### src/rtl/addr_dec_pkg.sv
// Package: shared constants and the slave-select index encoding for the
// system address decoder. Assumes a single bus master view of the map.
package addr_dec_pkg;

    // Index of each bit in the one-hot slave select vector
    typedef enum logic [2:0] {
        SLV_ROM    = 3'd0,
        SLV_TCM    = 3'd1,
        SLV_SRAM   = 3'd2,
        SLV_EXT    = 3'd3,
        SLV_PERIPH = 3'd4
    } slave_idx_e;

    localparam int NUM_SLAVES = 5;

endpackage

### src/rtl/addr_remap_ctrl.sv
// Module: addr_remap_ctrl
// Holds the remap flag. The flag clears on synchronous active-low reset,
// sets on the clock edge that samples a remap command, and then stays set
// until the next reset. Assumes remap_cmd is synchronous to clk.
module addr_remap_ctrl (
    input  logic clk,
    input  logic rst_n,
    input  logic remap_cmd,
    output logic remap_q
);

    // Sticky remap flag: set once per reset epoch
    always_ff @(posedge clk) begin
        if (!rst_n)
            remap_q <= 1'b0;
        else if (remap_cmd)
            remap_q <= 1'b1;
    end


    remap_sets_chk: assert property (@(posedge clk) disable iff (!rst_n)
        remap_cmd |=> remap_q);


    remap_sticky_chk: assert property (@(posedge clk) disable iff (!rst_n)
        remap_q |=> remap_q);


    remap_reset_chk: assert property (@(posedge clk)
        !rst_n |=> !remap_q);

endmodule

### src/rtl/addr_bank_decode.sv
// Module: addr_bank_decode
// First-level decode. Takes the bank field from the top address bits and
// flags the internal bank, the external interface (with chip selects for
// the banks that have one), the peripheral bank, and unmapped banks.
// Assumes EXT_LAST - EXT_FIRST + 1 >= NUM_CS.
module addr_bank_decode #(
    parameter int ADDR_W      = 32,
    parameter int BANK_W      = 4,
    parameter int NUM_CS      = 6,
    parameter int INT_BANK    = 0,
    parameter int EXT_FIRST   = 1,
    parameter int EXT_LAST    = 8,
    parameter int PERIPH_BANK = 15
) (
    input  logic              clk,
    input  logic              rst_n,
    input  logic [ADDR_W-1:0] addr,
    input  logic              valid,
    output logic              hit_int,
    output logic              sel_ext,
    output logic              sel_periph,
    output logic [NUM_CS-1:0] cs_vec,
    output logic              bank_abort
);

    localparam int BANK_LSB = ADDR_W - BANK_W;

    logic [BANK_W-1:0] bank;
    logic              in_ext_range;
    logic              cs_any;

    // Extract the bank field
    always_comb bank = addr[ADDR_W-1:BANK_LSB];

    // One chip select per external bank that has one
    for (genvar i = 0; i < NUM_CS; i++) begin : g_cs
        always_comb cs_vec[i] = valid && (bank == BANK_W'(EXT_FIRST + i));
    end

    // Classify the bank into internal, external, peripheral or unmapped
    always_comb begin
        in_ext_range = (bank >= BANK_W'(EXT_FIRST)) && (bank <= BANK_W'(EXT_LAST));
        cs_any       = |cs_vec;
        hit_int      = valid && (bank == BANK_W'(INT_BANK));
        sel_ext      = valid && in_ext_range;
        sel_periph   = valid && (bank == BANK_W'(PERIPH_BANK));
        bank_abort   = valid && !hit_int && !sel_periph && !(sel_ext && cs_any);
    end


    cs_needs_ext_chk: assert property (@(posedge clk) disable iff (!rst_n)
        (|cs_vec) |-> sel_ext);


    cs_single_chk: assert property (@(posedge clk) disable iff (!rst_n)
        $onehot0(cs_vec));

endmodule

### src/rtl/addr_intmem_decode.sv
// Module: addr_intmem_decode
// Second-level decode inside the internal bank. The 1 MB region index picks
// the TCM, the fast SRAM or the ROM. Region 0 is a boot alias that shows the
// ROM or external chip select 0, chosen by the boot pin, until remap, and the
// fast SRAM after remap. Any other region aborts. Assumes hit is already
// qualified by the access strobe.
module addr_intmem_decode #(
    parameter int REGION_W     = 8,
    parameter int ALIAS_REGION = 0,
    parameter int TCM_REGION   = 1,
    parameter int SRAM_REGION  = 3,
    parameter int ROM_REGION   = 4
) (
    input  logic                clk,
    input  logic                rst_n,
    input  logic                hit,
    input  logic [REGION_W-1:0] region,
    input  logic                boot_sel,
    input  logic                remap,
    output logic                sel_rom,
    output logic                sel_tcm,
    output logic                sel_sram,
    output logic                alias_ext,
    output logic                int_abort
);

    logic in_alias;
    logic in_tcm;
    logic in_sram;
    logic in_rom;

    // Match the region index against the fixed placements
    always_comb begin
        in_alias = hit && (region == REGION_W'(ALIAS_REGION));
        in_tcm   = hit && (region == REGION_W'(TCM_REGION));
        in_sram  = hit && (region == REGION_W'(SRAM_REGION));
        in_rom   = hit && (region == REGION_W'(ROM_REGION));
    end

    // Resolve the alias window and produce the per-memory selects
    always_comb begin
        sel_tcm   = in_tcm;
        sel_sram  = in_sram || (in_alias && remap);
        sel_rom   = in_rom  || (in_alias && !remap && boot_sel);
        alias_ext = in_alias && !remap && !boot_sel;
        int_abort = hit && !(in_alias || in_tcm || in_sram || in_rom);
    end


    alias_after_remap_chk: assert property (@(posedge clk) disable iff (!rst_n)
        (remap && hit && region == REGION_W'(ALIAS_REGION)) |-> (sel_sram && !sel_rom && !alias_ext));


    alias_boot_rom_chk: assert property (@(posedge clk) disable iff (!rst_n)
        (!remap && boot_sel && hit && region == REGION_W'(ALIAS_REGION)) |-> (sel_rom && !sel_sram));


    int_abort_excl_chk: assert property (@(posedge clk) disable iff (!rst_n)
        int_abort |-> !(sel_rom || sel_tcm || sel_sram || alias_ext));

endmodule

### src/rtl/sys_addr_decoder.sv
// Module: sys_addr_decoder (top)
// Routes each bus access to one slave and flags unmapped addresses. It
// combines the bank decode, the internal-memory decode and the remap flag.
// The outputs are combinational from the address and the strobe. Assumes a
// single access per cycle, with any arbitration done upstream.
module sys_addr_decoder
    import addr_dec_pkg::*;
#(
    parameter int ADDR_W      = 32,
    parameter int BANK_W      = 4,
    parameter int REGION_LSB  = 20,
    parameter int NUM_CS      = 6,
    parameter int EXT_FIRST   = 1,
    parameter int EXT_LAST    = 8,
    parameter int PERIPH_BANK = 15
) (
    input  logic                  clk,
    input  logic                  rst_n,
    input  logic [ADDR_W-1:0]     bus_addr,
    input  logic                  acc_valid,
    input  logic                  boot_sel,
    input  logic                  remap_cmd,
    output logic [NUM_SLAVES-1:0] slv_sel,
    output logic [NUM_CS-1:0]     ext_cs,
    output logic                  abort
);

    localparam int BANK_LSB = ADDR_W - BANK_W;
    localparam int REGION_W = BANK_LSB - REGION_LSB;

    logic              remap_q;
    logic              hit_int;
    logic              sel_ext;
    logic              sel_periph;
    logic [NUM_CS-1:0] cs_vec;
    logic              bank_abort;
    logic              sel_rom;
    logic              sel_tcm;
    logic              sel_sram;
    logic              alias_ext;
    logic              int_abort;
    logic [REGION_W-1:0] region;

    // Pick the region field for the second-level decode
    always_comb region = bus_addr[BANK_LSB-1:REGION_LSB];

    addr_remap_ctrl u_remap (
        .clk       (clk),
        .rst_n     (rst_n),
        .remap_cmd (remap_cmd),
        .remap_q   (remap_q)
    );

    addr_bank_decode #(
        .ADDR_W      (ADDR_W),
        .BANK_W      (BANK_W),
        .NUM_CS      (NUM_CS),
        .INT_BANK    (0),
        .EXT_FIRST   (EXT_FIRST),
        .EXT_LAST    (EXT_LAST),
        .PERIPH_BANK (PERIPH_BANK)
    ) u_bank (
        .clk        (clk),
        .rst_n      (rst_n),
        .addr       (bus_addr),
        .valid      (acc_valid),
        .hit_int    (hit_int),
        .sel_ext    (sel_ext),
        .sel_periph (sel_periph),
        .cs_vec     (cs_vec),
        .bank_abort (bank_abort)
    );

    addr_intmem_decode #(
        .REGION_W (REGION_W)
    ) u_intmem (
        .clk       (clk),
        .rst_n     (rst_n),
        .hit       (hit_int),
        .region    (region),
        .boot_sel  (boot_sel),
        .remap     (remap_q),
        .sel_rom   (sel_rom),
        .sel_tcm   (sel_tcm),
        .sel_sram  (sel_sram),
        .alias_ext (alias_ext),
        .int_abort (int_abort)
    );

    // Merge both decode levels into the one-hot select vector
    always_comb begin
        slv_sel             = '0;
        slv_sel[SLV_ROM]    = sel_rom;
        slv_sel[SLV_TCM]    = sel_tcm;
        slv_sel[SLV_SRAM]   = sel_sram;
        slv_sel[SLV_EXT]    = sel_ext || alias_ext;
        slv_sel[SLV_PERIPH] = sel_periph;
    end

    // Add chip select 0 for the boot alias, and merge the two abort sources
    always_comb begin
        ext_cs    = cs_vec;
        ext_cs[0] = cs_vec[0] || alias_ext;
        abort     = bank_abort || int_abort;
    end


    sel_onehot_chk: assert property (@(posedge clk) disable iff (!rst_n)
        $onehot0(slv_sel));


    abort_no_cs_chk: assert property (@(posedge clk) disable iff (!rst_n)
        abort |-> (ext_cs == '0));


    idle_quiet_chk: assert property (@(posedge clk) disable iff (!rst_n)
        !acc_valid |-> (slv_sel == '0 && ext_cs == '0 && !abort));


    cs_implies_ext_chk: assert property (@(posedge clk) disable iff (!rst_n)
        (|ext_cs) |-> slv_sel[SLV_EXT]);

endmodule

### config.mk
export PLATFORM = sky130hd
export DESIGN_NAME = sys_addr_decoder
export DESIGN_NICKNAME = d
export VERILOG_FILES = /design/src/rtl/addr_dec_pkg.sv /design/src/rtl/addr_remap_ctrl.sv /design/src/rtl/addr_bank_decode.sv /design/src/rtl/addr_intmem_decode.sv /design/src/rtl/sys_addr_decoder.sv
export SDC_FILE = /design/constraint.sdc
export NUM_CORES = 1
export LEC_CHECK = 0
export ABC_AREA = 0
export BUFFER_PORTS_ARGS = -buffer_cell sky130_fd_sc_hd__buf_4
export CORE_AREA = 5 5 42 44
export CTS_CLUSTER_SIZE = 28
export DETAILED_ROUTE_END_ITERATION = 8
export DIE_AREA = 0 0 47 49
export GPL_TIMING_DRIVEN = 0
export HOLD_SLACK_MARGIN = 0.03
export MAX_ROUTING_LAYER = met4
export PLACE_DENSITY = 0.68
export SETUP_SLACK_MARGIN = 0.05
export SLEW_MARGIN = 15
export SYNTH_ARGS = -nofsm -noshare
export SYNTH_HDL_FRONTEND = slang
export SYNTH_SLANG_ARGS = --single-unit
### constraint.sdc
create_clock -name clk -period 4.8 [get_ports clk]
set_input_delay 0.96 -clock clk [delete_from_list [all_inputs] [get_ports clk]]
set_output_delay 0.96 -clock clk [all_outputs]
set_load 0.01 [all_outputs]
# Yosys cells after proc, flatten, opt, wreduce, memory -nomap -nowiden
# Cells that the tools add are included.
# W data, S select, Z words.
# word_totals
ff_bits	1
in_bits	37
output_inout_bits	12
elab_cells	53
# classes
n_lt_le_gt_ge	2
n_eq_ne	10
reduce_logical	40
# ops
op	n
$logic_and A1 B1 Y1	23
$eq A4 B3 Y1 const B	3
$eq A4 B2 Y1 const B	2
$eq A8 B1 Y1 const B	1
$eq A8 B2 Y1 const B	1
$eq A8 B3 Y1 const B	1
$logic_not A8 Y1	1
$logic_or A1 B1 Y1	8
$logic_not A1 Y1	6
$reduce_or A6 Y1	1
$eq A4 B1 Y1 const B	1
$eq A4 B4 Y1 const B	1
$ge A4 B1 Y1 const B	1
$le A4 B4 Y1 const B	1
$logic_not A4 Y1	1

# Longest topological paths before layout
# Gate-level depths: netlist (run 1).
# depth
word_depth	9
ltp_mapped	5
depth_no_buf	3

# Hierarchy
# A second synthesis (run 1) with hierarchy kept.
# hier_totals
cells_unflattened	45
area_unflattened_um2	337.8
# modules_own_cells
mod	n_inst	cells_per_inst	area_per_inst_um2	seq_area_each_um2
addr_intmem_decode	1	15	137.6	0.0
addr_bank_decode	1	21	123.9	0.0
sys_addr_decoder	1	7	48.8	0.0
addr_remap_ctrl	1	2	27.5	20.0

# Worst setup path before layout (run 1)
# OpenSTA, ideal clock, no wires.
# synth_timing
kind	input -> output
startpoint	in bus_addr[25]
endpoint	out slv_sel[1]
arrival_ns	2.325
required_time_ns	3.840
slack_ns	1.515
path_stages	4
path_buffers	1
path_cell_list	or4_1 or4_4 nor4b_2 buf_4
# synth_between
elab_chain_len	2
# synth_lines
item	line	text
start: declaration	sys_addr_decoder.sv:19	input logic [ADDR_W-1:0] bus_addr,
$eq A8 B1 Y1	addr_intmem_decode.sv:35	in_tcm = hit && (region == REGION_W'(TCM_REGION));
$logic_and A1 B1 Y1	addr_intmem_decode.sv:35	
end: declaration	sys_addr_decoder.sv:23	output logic [NUM_SLAVES-1:0] slv_sel,
# No other way between the ends.

# Worst setup path in the final report (run 1)
# Same ends and word-level chain as after synthesis.

==> qor.csv, run 1 <==
metric,value,unit
initial antenna violation count,0,
"Period Utilization, post-route",0.735,
Initial DRC Count,3,
met2 wire length,398,µm
GRT overflow,0,
vias in the first global route,380,
biggest regs,u_remap.remap_q: 1 flops,
chip height,49,µm
worst skew pair latency,0,ps
DR DRC count,0,
fin crit period,3530,ps
Vias,419,
CP Class,in2out,
nature of the critical path endpoint,primary output,
"Setup violations, final",0,
gp weighted congestion,0.773,
Hold Buf Count CTS,0,
largest net degree at the start of global routing,10,
Total GRT Usage,0.0799,
register bit total from synthesis,1,
first-pass GRT wire length,1500,µm
Static Leak,0.240,nW
# IOs,49,
sequential share of the synthesized area,0.0650,
n_diodes,0,
IO Port Bufs,26,
initial core utilization,0.220,
dpl hpwl,801,µm
Synth area leaders,"buf_4 9.8%, nor2_1 8.5%, or4_1 7.3%, dfxtp_1 6.5%, nand3_1 4.9%",
clk slew on worst S/H paths,0,ps
Min Hold Slack,498,ps
row count,14,
Fin Setup TNS,0,ps
Netlist cell types,24,
Nets,111,
drt total wl,950,µm
met1 wire length,444,µm
die width,47,µm
Filler cells,156,
crit-path max FO,4,
Final Max Slew Viols,0,
metal3 WL,108,µm
WL/cell,10.8,µm
vias per inst,4.76,
Synth Net Count,83,
worst vdd ir,0.0332,mV
register bank with the most flops,u_remap.remap_q,
layout cell share with drive strength beyond 1,0.486,
post-synth top area cell,buf_4,
CTS resizes,0,
first-pass iteration count of the detailed router,4,
Mapped Area,308,µm²
share of the synthesized area in the top cell type,0.0976,
Cells after Synth,46,
Slew @ Worst Pin,320,ps
core area,1400,µm²
unrepaired setup endpoints after global routing,no,
clock skew after layout,0,ps
power per standard cell area,75.3,nW/µm²
Top Metal Used,met3,
Layout Utilization,0.373,
Synth warnings,0,
die area,2300,µm²
max FFs per register,1,
syn avg cell area,6.69,µm²
final hold violations,0,
outcome,"finished, final reports clean",
maxcap violations,0,
WP data arrival,2570,ps
Hold Crit Class,reg2reg,
setup repair bufs after CTS,0,
critical path launch point type,primary input,
f_max,283,MHz
Max-slew headroom,0.787,
remaining antenna violation count,0,
Critical Path RT,3840,ps
Layout area overhead,69.9,%
## stage by stage
| stage | cell area (µm²) | power, W | worst slack, ps | cells |
|---|---|---|---|---|
| final | 523 | 0.0000394 | 1270 | 88 |
| after global routing | 523 | 0.0000423 | 1200 | 88 |
| after CTS | 523 | 0.0000396 | 1250 | 88 |
| after detailed placement | 523 | 0.0000395 | 1250 | 88 |
| after global placement | 523 | 0.0000390 | 1230 | 88 |
| after floorplan | 308 | 0.0000220 | 1520 | 46 |
## path summary, 6_finish.rpt
check                                    start                           end  slack, ps  depth (start not counted)
setup / recovery                  bus_addr[25]                    slv_sel[1]       1270                          6
setup reg to reg  u_remap.remap_q$_SDFFE_PN0P_  u_remap.remap_q$_SDFFE_PN0P_       4200                          1
hold / removal    u_remap.remap_q$_SDFFE_PN0P_  u_remap.remap_q$_SDFFE_PN0P_        500                          1
hold reg to reg   u_remap.remap_q$_SDFFE_PN0P_  u_remap.remap_q$_SDFFE_PN0P_        500                          1
## synth_stat cells (all sizes together)
library cell / count
or4: 4
mux2: 1
xor2: 1
nor3: 3
nand3: 3
nor4b: 1
nand2: 4
nor2: 7
buf: 5
clkbuf: 1
dfxtp: 1
a21oi: 2
o21a: 1
nor4: 2
o2111a: 1
or3: 1
nand2b: 1
nor3b: 1
inv: 3
o32ai: 1
o31ai: 2
## metal layers
metal | global-route usage | up-vias
met5 | - | -
met4 | 0 | 0
met3 | 0.00738 | 0
met2 | 0.118 | 20
met1 | 0.124 | 180
li1 | - | 219
## critical path, stage by stage
cell	delay, ps
buf_4	100
or4_1	560
or4_4	470
nor4b_2	230
buf_4	140
buf_4	100
## placed cells by master (no fill, tap or decap)
cell,instances
a21oi_1,2
buf_4,30
buf_6,1
clkbuf_1,1
dfxtp_1,1
inv_1,3
mux2_2,1
nand2_1,4
nand2b_1,1
nand3_1,3
nor2_1,7
nor3_1,3
nor3b_1,1
nor4_1,1
nor4_2,1
nor4b_2,1
o2111a_1,1
o21a_1,1
o31ai_1,2
o32ai_1,1
or3_1,1
or4_1,3
or4_4,1
xor2_1,1
## report_power, final
part	internal (W)	switching, W
Combinational	0.0000160	0.0000138
Clock	0	0
Sequential	0.00000910	0.000000469
## cells by family (layout without fill, tap and decap cells)
logic type / count (synthesis) / count (layout) / share of synthesized area
AND/OR/NAND/NOR: 27 / 27 / 0.516
buffers and inverters: 9 / 35 / 0.183
AO/OA/AOI/OAI: 7 / 7 / 0.171
XOR/XNOR: 1 / 1 / 0.0285
multiplexers: 1 / 1 / 0.0366
flip-flops: 1 / 1 / 0.0650
## cell type report
class | count | area, µm² | share of cell area
tap | 16 | 20.0 | 0.0383
buffer | 6 | 45.0 | 0.0861
sequential | 1 | 20.0 | 0.0383
timing repair buffer | 26 | 195 | 0.373
multi-input combinational | 36 | 231 | 0.443
inverter | 3 | 11.3 | 0.0215
No activity file was read; power rests on OpenSTA's default activity.
==> run 2: changes to the inputs <==
--- a/config.mk
+++ b/config.mk
@@ -14,7 +14,7 @@
 export GPL_TIMING_DRIVEN = 0
 export HOLD_SLACK_MARGIN = 0.03
 export MAX_ROUTING_LAYER = met4
-export PLACE_DENSITY = 0.68
+export PLACE_DENSITY = 0.7
 export SETUP_SLACK_MARGIN = 0.05
 export SLEW_MARGIN = 15
 export SYNTH_ARGS = -nofsm -noshare
==> constraint.sdc (replaced) <==
create_clock -name clk -period 3.05 [get_ports clk]
set_input_delay 0.61 -clock clk [delete_from_list [all_inputs] [get_ports clk]]
set_output_delay 0.61 -clock clk [all_outputs]
set_load 0.01 [all_outputs]
==> qor.csv, run 2 (synthesized netlist as in run 1, its figures left out) <==
metric,value,unit
Reg2Reg Capture Point,u_remap.remap_q$_SDFFE_PN0P_,
CP max stage cell,or4_1,
biggest regs,u_remap.remap_q: 1 flops,
power per standard cell area,119,nW/µm²
gp weighted congestion,0.708,
critical path launch point type,primary input,
outcome,"finished, final reports clean",
CP cell instances,buf_4 -> or4_1 -> or4_4 -> nor4b_2 -> buf_4 -> buf_4,
worst vdd ir,0.0573,mV
"commonest non-fill, non-tap cells in the layout","30 x buf_4, 7 x nor2_1, 4 x nand2_1",
Worst path max stage delay,560,ps
DR DRC count,0,
n_diodes,0,
r2r startpoint,u_remap.remap_q$_SDFFE_PN0P_,
IO Port Bufs,26,
Hold Startpoint,u_remap.remap_q$_SDFFE_PN0P_,
first-pass iteration count of the detailed router,2,
design area,523,µm²
"Setup violations, final",0,
Total GRT Usage,0.0799,
Layout Utilization,0.373,
"most common cell after layout, fill and taps aside",buf_4,
f_max,355,MHz
die area,2300,µm²
"Period Utilization, post-route",0.923,
Hold Buf Count CTS,0,
vias in the first global route,379,
unrepaired setup endpoints after global routing,no,
WP data arrival,2200,ps
Nets,111,
row count,14,
die width,47,µm
Final Worst Setup Slack,236,ps
core area,1400,µm²
final hold violations,0,
clk slew on worst S/H paths,0,ps
placed cell areas,523,µm²
vias per inst,4.91,
Worst path most repeated cell,buf_4,
post-place setup slack,219,ps
worst skew pair latency,0,ps
CP Class,in2out,
drt total wl,951,µm
initial core utilization,0.220,
register bank with the most flops,u_remap.remap_q,
Final Max Slew Viols,0,
nature of the critical path endpoint,primary output,
Register Area,20.0,µm²
r2r setup slk,2450,ps
maxcap violations,0,
Filler cells,164,
Initial DRC Count,5,
setup repair bufs after CTS,0,
Multi-input gate area,231,µm²
Static Leak,0.240,nW
Slew @ Worst Pin,333,ps
largest net degree at the start of global routing,10,
remaining antenna violation count,0,
Critical Path RT,2440,ps
r2r worst-path depth,1,
Hold Crit Class,reg2reg,
first-pass GRT wire length,1500,µm
worst hold path depth,1,
layout cell share with drive strength beyond 1,0.486,
Max-slew headroom,0.778,
Fin Setup TNS,0,ps
GRT overflow,0,
CTS resizes,0,
Min Hold Slack,499,ps
Vias,432,
initial antenna violation count,0,
# IOs,49,
WL/cell,10.8,µm
clock skew after layout,0,ps
crit-path max FO,4,
CP startpoint,bus_addr[25],
fin crit period,2810,ps
max FFs per register,1,
chip height,49,µm
Layout area overhead,69.9,%
dpl hpwl,799,µm
worst hold endpoint,u_remap.remap_q$_SDFFE_PN0P_,
[run 2: cell counts in the layout (fill, tap and decap cells not counted)]
Identical to the previous run, type by type.
[run 2: routing by layer]
layer  GRT usage  wire, µm
met1       0.122       451
met2       0.118       404
met3      0.0111        94
met4           0         0
met5           -         0
[run 2: how the worst max path moves through the flow]
| stage | end | slack, ps | cells past startpoint |
|---|---|---|---|
| 3_5_place_dp | slv_sel[1] | 220 | 6 |
| 4_1_cts | slv_sel[1] | 220 | 6 |
| 2_1_floorplan | slv_sel[1] | 470 | 4 |
| 3_3_place_gp | slv_sel[0] | 210 | 6 |
| 6_report | slv_sel[1] | 240 | 6 |
| 5_1_grt | slv_sel[0] | 170 | 6 |
[run 2: cell type report]
class | instances | share of cell area
multi-input combinational | 36 | 0.443
timing repair buffer | 26 | 0.373
buffer | 6 | 0.0861
sequential | 1 | 0.0383
tap | 16 | 0.0383
inverter | 3 | 0.0215
[run 2: through the flow]
stage,std cells,power (W)
after floorplan,46,0.0000346
after global placement,88,0.0000612
after detailed placement,88,0.0000618
after CTS,88,0.0000620
after global routing,88,0.0000668
final,88,0.0000621
[run 2: power by group]
part           switching (W)  internal [W]  total [W]  leakage (nW)
logic              0.0000218     0.0000253  0.0000470         0.232
clock network              0             0          0             0
registers        0.000000785     0.0000143  0.0000151       0.00839
[run 2: worst max-delay path: cells and delay by family]
family        cells  cell delay, ps
simple gates      3            1250
buf+inv           3             340
